$ cat src/rtl/vdma_irq_ctrl.sv
module vdma_irq_ctrl #(
  parameter int NCH = 8,
  parameter int AW  = 3
) (
  input  logic           clk,
  input  logic           rst_n,
  input  logic           bus_wr,
  input  logic           bus_rd,
  input  logic [AW-1:0]  bus_addr,
  input  logic [31:0]    bus_wdata,
  output logic [31:0]    bus_rdata,
  input  logic [NCH-1:0] frame_done,
  input  logic [NCH-1:0] dma_err,
  input  logic [NCH-1:0] fifo_lo,
  input  logic [NCH-1:0] fifo_mid,
  input  logic [NCH-1:0] fifo_hi,
  input  logic [NCH-1:0] parse_lo,
  input  logic [NCH-1:0] parse_hi,
  output logic           irq,
  output logic [NCH-1:0] ch_run,
  output logic [NCH-1:0] ch_reset
);
  localparam int RUN_BIT = 31;
  localparam int ERR_LSB = 24;
  localparam int FMID_LSB = 16;
  localparam int FHI_LSB = 24;
  localparam int PHI_LSB = 8;
  localparam logic [AW-1:0] A_STAT = AW'(0);
  localparam logic [AW-1:0] A_CMD  = AW'(1);
  localparam logic [AW-1:0] A_EN   = AW'(2);
  localparam logic [AW-1:0] A_FIFO = AW'(3);
  localparam logic [AW-1:0] A_PARS = AW'(4);
  localparam logic [AW-1:0] A_TMR  = AW'(5);
  localparam logic [AW-1:0] A_TMO  = AW'(6);

  logic [NCH-1:0] done_q, err_q, cmd_ch_q, en_q, armed_q, rst_q;
  logic           run_q;
  logic [31:0]    tmr_q, tmo_q, rd_mux;

  wire            stat_rd = bus_rd && (bus_addr == A_STAT);
  wire            cmd_wr  = bus_wr && (bus_addr == A_CMD);
  wire [NCH-1:0]  cmd_new = bus_wdata[NCH-1:0];
  wire [NCH-1:0]  rising  = cmd_new & ~cmd_ch_q;
  wire [NCH-1:0]  falling = cmd_ch_q & ~cmd_new;

  always_comb begin
    rd_mux = '0;
    case (bus_addr)
      A_STAT: for (int i = 0; i < NCH; i++) begin
        rd_mux[i] = done_q[i];
        rd_mux[ERR_LSB+i] = err_q[i];
      end
      A_CMD: begin
        rd_mux[NCH-1:0] = cmd_ch_q;
        rd_mux[RUN_BIT] = run_q;
      end
      A_EN: rd_mux[NCH-1:0] = en_q;
      A_FIFO: for (int i = 0; i < NCH; i++) begin
        rd_mux[i] = fifo_lo[i];
        rd_mux[FMID_LSB+i] = fifo_mid[i];
        rd_mux[FHI_LSB+i] = fifo_hi[i];
      end
      A_PARS: for (int i = 0; i < NCH; i++) begin
        rd_mux[i] = parse_lo[i];
        rd_mux[PHI_LSB+i] = parse_hi[i];
      end
      A_TMR: rd_mux = tmr_q;
      A_TMO: rd_mux = tmo_q;
      default: rd_mux = '0;
    endcase
  end

  always_ff @(posedge clk) begin
    if (!rst_n) begin
      done_q    <= '0;
      err_q     <= '0;
      cmd_ch_q  <= '0;
      run_q     <= 1'b0;
      en_q      <= '0;
      armed_q   <= '0;
      rst_q     <= '0;
      tmr_q     <= '0;
      tmo_q     <= '0;
      bus_rdata <= '0;
    end else begin
      done_q <= ((stat_rd ? '0 : done_q) & ~rst_q) | frame_done;
      err_q  <= ((stat_rd ? '0 : err_q) & ~rst_q) | dma_err;
      rst_q  <= cmd_wr ? (armed_q & rising) : '0;
      if (cmd_wr) begin
        run_q    <= bus_wdata[RUN_BIT];
        cmd_ch_q <= cmd_new;
        armed_q  <= (armed_q & ~rising) | falling;
      end
      if (bus_wr && bus_addr == A_EN)  en_q  <= bus_wdata[NCH-1:0];
      if (bus_wr && bus_addr == A_TMR) tmr_q <= bus_wdata;
      if (bus_wr && bus_addr == A_TMO) tmo_q <= bus_wdata;
      if (bus_rd) bus_rdata <= rd_mux;
    end
  end

  assign irq      = |((done_q | err_q) & en_q);
  assign ch_run   = cmd_ch_q & en_q & {NCH{run_q}};
  assign ch_reset = rst_q;
endmodule


$ cat config.mk
export PLATFORM = sky130hd
export DESIGN_NAME = vdma_irq_ctrl
export DESIGN_NICKNAME = d
export VERILOG_FILES = /design/src/rtl/vdma_irq_ctrl.sv
export SDC_FILE = /design/constraint.sdc
export NUM_CORES = 1
export LEC_CHECK = 0
export ABC_AREA = 1
export BUFFER_PORTS_ARGS = -buffer_cell sky130_fd_sc_hd__buf_2
export CAP_MARGIN = 20
export CORE_UTILIZATION = 58
export CTS_CLUSTER_SIZE = 10
export DETAILED_ROUTE_END_ITERATION = 10
export HOLD_SLACK_MARGIN = 0.02
export PLACE_DENSITY_LB_ADDON = 0.25
export SLEW_MARGIN = 20
export SYNTH_ARGS = -nofsm -noshare
export SYNTH_HDL_FRONTEND = slang
export SYNTH_SLANG_ARGS = --single-unit
$ cat constraint.sdc
create_clock -name clk -period 1.68 [get_ports clk]
set_input_delay 0.084 -clock clk [delete_from_list [all_inputs] [get_ports clk]]
set_output_delay 0.084 -clock clk [all_outputs]
set_load 0.05 [all_outputs]
Word level (Yosys, flattened, before mapping)
Index checks and enable logic that the tools add are counted.

word-level totals
  latch bits = 0
  memories kept = 0
  bits in read-only memories = 0
  register bits after elaboration = 145
  logic and storage cells = 48
  output and inout bits = 49
  bits in writable memories = 0
  input bits = 95

operators by class
  equal/unequal tests = 6
  reductions and logical operators = 8
  magnitude comparators = 0
  add/subtract/negate cells = 0
  muxes and demuxes = 7
  divide/modulo/power cells = 0
  bitwise gates (word level) = 17
  multipliers = 0
  shift operators = 0

operator list
  kind                                            number
  AND 8 bit                                       9
  case mux 8 bit (7 select lines)                 1
  case mux 8 bit (3 select lines)                 2
  inverter 8 bit                                  4
  OR 8 bit                                        4
  case mux 7 bit (4 select lines)                 1
  two-way mux 8 bit                               2
  == test 3 bit (second input constant)           3
  OR reduction 8 bit                              1
  == test 3 x 2 -> 1 bit (second input constant)  2
  logical AND 1 bit                               5
  case mux 1 bit (5 select lines)                 1
  == test 3 x 1 -> 1 bit (second input constant)  1
  logical NOT 3 bit                               1
  AND reduction 2 bit                             1

Logic depth before layout (Yosys ltp)
  depth in word-level cells = 5
  depth in mapped cells = 9
  depth with buffers taken out = 8

Least setup slack after synthesis
No wires, ideal clock.

  kind = register to output
  start point = register run_q
  end point = output ch_run[2]
  stages on the path, launching flop included = 3
  setup slack = 0.036 ns
  buffers on the path = 0
  data required time = 1.596 ns
  data arrival time = 1.560 ns
  cells stage by stage = dfxtp_1 -> inv_1 -> nor3_1

between the ends
  cells in the longest elaborated chain, start to end = 1

RTL lines
  what                    RTL line  text
  start, declared         37        logic run_q;
  start signal, assigned  90        run_q <= bus_wdata[RUN_BIT];
  AND 8 bit               102       assign ch_run = cmd_ch_q & en_q & {NCH{run_q}};
  end, declared           20        output logic [NCH-1:0] ch_run,

Every way passes these cells.

Worst setup path in the final report
  start point = register done_q[6]
  end point = output irq

between the ends
  cells in the longest elaborated chain, start to end = 3

RTL lines
  what                    RTL line  text
  start, declared         36        logic [NCH-1:0] done_q, err_q, cmd_ch_q, en_q, armed_q, rst_q;
  start signal, assigned  86        done_q <= ((stat_rd ? '0 : done_q) & ~rst_q) | frame_done;
  OR 8 bit                101       assign irq = |((done_q | err_q) & en_q);
  AND 8 bit               101
  OR reduction 8 bit      101
  end, declared           19        output logic irq,

Every way passes these cells.

==> impl_metrics.toml <==
[timing]
fin_worst_skew_ns = 0.004751
fin_crit_ns = 1.653
clock.fmax_mhz = 605.0
slew_viol_final = 0
max_slew_margin_pct = 70.96
setup_viol = 0
hold_viol = 0
hold_ws_ns = 0.03236
totalNegativeSetupSlack_ns = 0
post-route-period-util_pct = 98.39
tightestPinTransition_ns = 0.4357

[drt]
via_per_inst = 5.908
dr.first_iter.drc_count = 858
ant_nets = 0
first_pass_iters = 6
drt-wirelength-per-cell_um = 17.75
drc = 0
vias = 7373
routed_wl_um = 22150

[layout]
drive_gt1_share_pct = 20.86
nFillCells = 668
final_common_cell = "nand2_1"
areaGrowthSynthToFinish_pct = 38.65
layout.nets = 1194
final_cell_mix = "nand2_1 (233), dfxtp_1 (139), buf_2 (138), nand3_1 (130), a21oi_1 (116)"
antennaDiodeCount = 0

[logic_synthesis]
avgSynthCellArea_um2 = 7.068
synth_largest_area_cell = "dfxtp_1"
netlist_instances = 884
synthesis.nets = 979
ys_top_cells_by_area = "dfxtp_1 (46%), nand2_1 (14%), nand3_1 (10%)"
syn-cell-area_mm2 = 0.006248
synth_cell_types = 25
ys_ff_latch = 145
synth_warnings = 0
ys_seq_area_share_pct = 46.46
synth_top_area_share_pct = 46.46

[global_routing]
antenna_found_initial = 0
grt_overflow = 0
track_usage_pct = 39.48
grt_pass1_vias = 6982
grt_pass1_wl_um = 34040
grt_max_degree = 50

[critical_path]
cp.depth = 4
critical-path-top-delay-family = "flip-flops"
crit_path_start_kind = "register"
critPathCaptureType = "primary output"
cp_slowest_cell = "dfxtp_2"
rr_endpoint = "bus_rdata[2]$_SDFFE_PN0P_"
reg2reg_from = "done_q[2]$_SDFF_PN0_"
path_max_fanout = 3
worstSetupEndpoint = "irq"
path_buf_inv = 1
worstPathRequired_ns = 1.60
path_cells = "o21ai_2 > o2111ai_2 > or2_4 > buf_8"
slowest_delay_ns = 0.34
cp.arrival_ns = 1.57
r2r_slack_ns = 0.11
critical_path_class = "reg2out"
setup.worst_path.start = "done_q[6]$_SDFF_PN0_"
reg2reg_depth = 7

[place]
gp_congestion = 0.9011
dp_hpwl_um = 12620
port_buffers = 143

[clocking]
h-tree-depth = 4
worstSkewPairLatency_ns = 0.53
cts.clk_slew.worst_paths_ns = 0.06
clockBufferDepth = 2
root_buffer = "clkbuf_8"
numClockSinks = 145
cts_tree = "done"
cts_buffers = 17

[job]
max-cap-violations = 0

[die]
dieArea_mm2 = 0.01119
core_region_area_mm2 = 0.01037
start_util_pct = 60.26
fp.dieH_um = 105.8
rows = 37
num_io_pins = 144
die_w_um = 105.8

[pwr]
power.total_uw = 8635
irDropWorstVdd_uv = 739.7
power_density_mw_per_mm2 = 996.7
leakagePower_uw = 0.003617

[outcome]
outcome = "finished clean"

[worst_hold_path]
min_path_type = "in2reg"
cell families (layout without fill, tap and decap cells):
group	Yosys count	count (layout)	synth area share [%]
and+or+nand+nor	465	465	32.42
AOI/OAI and AO/OA	170	170	14.10
DFF	145	145	46.46
buffers and inverters	104	332	7.029
routing by layer:
metal  up-vias  track usage [%]  wire (um)
met4         0            23.81       1218
li1       3412                -          -
met2       496            65.69      10540
met5         -                0          0
met1      3344            47.69       8394
met3       121            6.741       1995
worst register-to-register path: stages, from the launching register on:
cell           delay (ns)
dfxtp_1              0.38
nand3_1              0.15
nand2_1              0.11
nor2_1               0.05
nand2_1              0.06
nand2_1              0.05
dlygate4sd3_1        0.58
a21oi_1              0.12
how the worst min path moves through the flow:
stage,startpoint,end,slack [ns],depth (start not counted)
after global placement,dma_err[5],err_q[5]$_SDFF_PN0_,0.29,3
after detailed placement,dma_err[3],err_q[3]$_SDFF_PN0_,0.30,3
after global routing,rst_n,bus_rdata[29]$_SDFFE_PN0P_,0.08,3
final,fifo_lo[0],bus_rdata[0]$_SDFFE_PN0P_,0.03,7
after floorplan,frame_done[0],done_q[0]$_SDFF_PN0_,0.20,2
after CTS,fifo_lo[0],bus_rdata[0]$_SDFFE_PN0P_,0.03,7
power by group:
| part | total, uW | switching, uW | internal (uW) |
|---|---|---|---|
| Sequential | 3620 | 78.7 | 3540 |
| Combinational | 971 | 581 | 390 |
| Clock | 4050 | 1570 | 2480 |
flip-flops by register name, summed over array words and instances, names as in the netlist:
register   cells
err_q          8
ch_reset       8
bus_rdata     32
armed_q        8
en_q           8
tmr_q         32
cmd_ch_q       8
run_q          1
tmo_q         32
done_q         8
synth_stat cells, drive strengths merged:
library cell  count
o22ai             1
nand4            23
or2               1
nand3           130
o2111ai           1
inv              41
clkbuf           30
o21ai            32
dfxtp           145
nor2             56
and3              4
a21oi           116
buf              32
clkinv            1
nor3             16
nand2           235
a31oi            20
final cells by class:
class                           instances  area (um^2)  share of cell area (%)
Clock buffer                           18        427.9                   4.939
Clock inverter                         14        203.9                   2.354
Inverter                               42        158.9                   1.834
Multi-Input combinational cell        635         2933                   33.85
Sequential cell                       145         2910                   33.59
Tap cell                              136        170.2                   1.964
Timing Repair Buffer                  258         1859                   21.46
what timing repair did:
action / 4_1_cts / 5_1_grt
pin swaps: 0 / 1
buffers inserted: 0 / 1
hold buffers: 84 / 0
hold endpoints to repair: 136 / 0
endpoints found under the setup margin: 5 / 5
resized for setup: 8 / 19
metrics by stage:
stage,instance area (um^2),worst slack [ns],std cells,utilization [%]
floorplan,6248,0.03613,884,-
global placement,7132,0.1880,1131,68.77
detailed placement,7132,0.1378,1131,68.77
CTS,8621,-0.02793,1247,83.13
global route,8663,-0.01438,1248,83.54
finish,8663,0.02708,1248,83.54
Note: power is estimated with default switching activity, not from simulation.
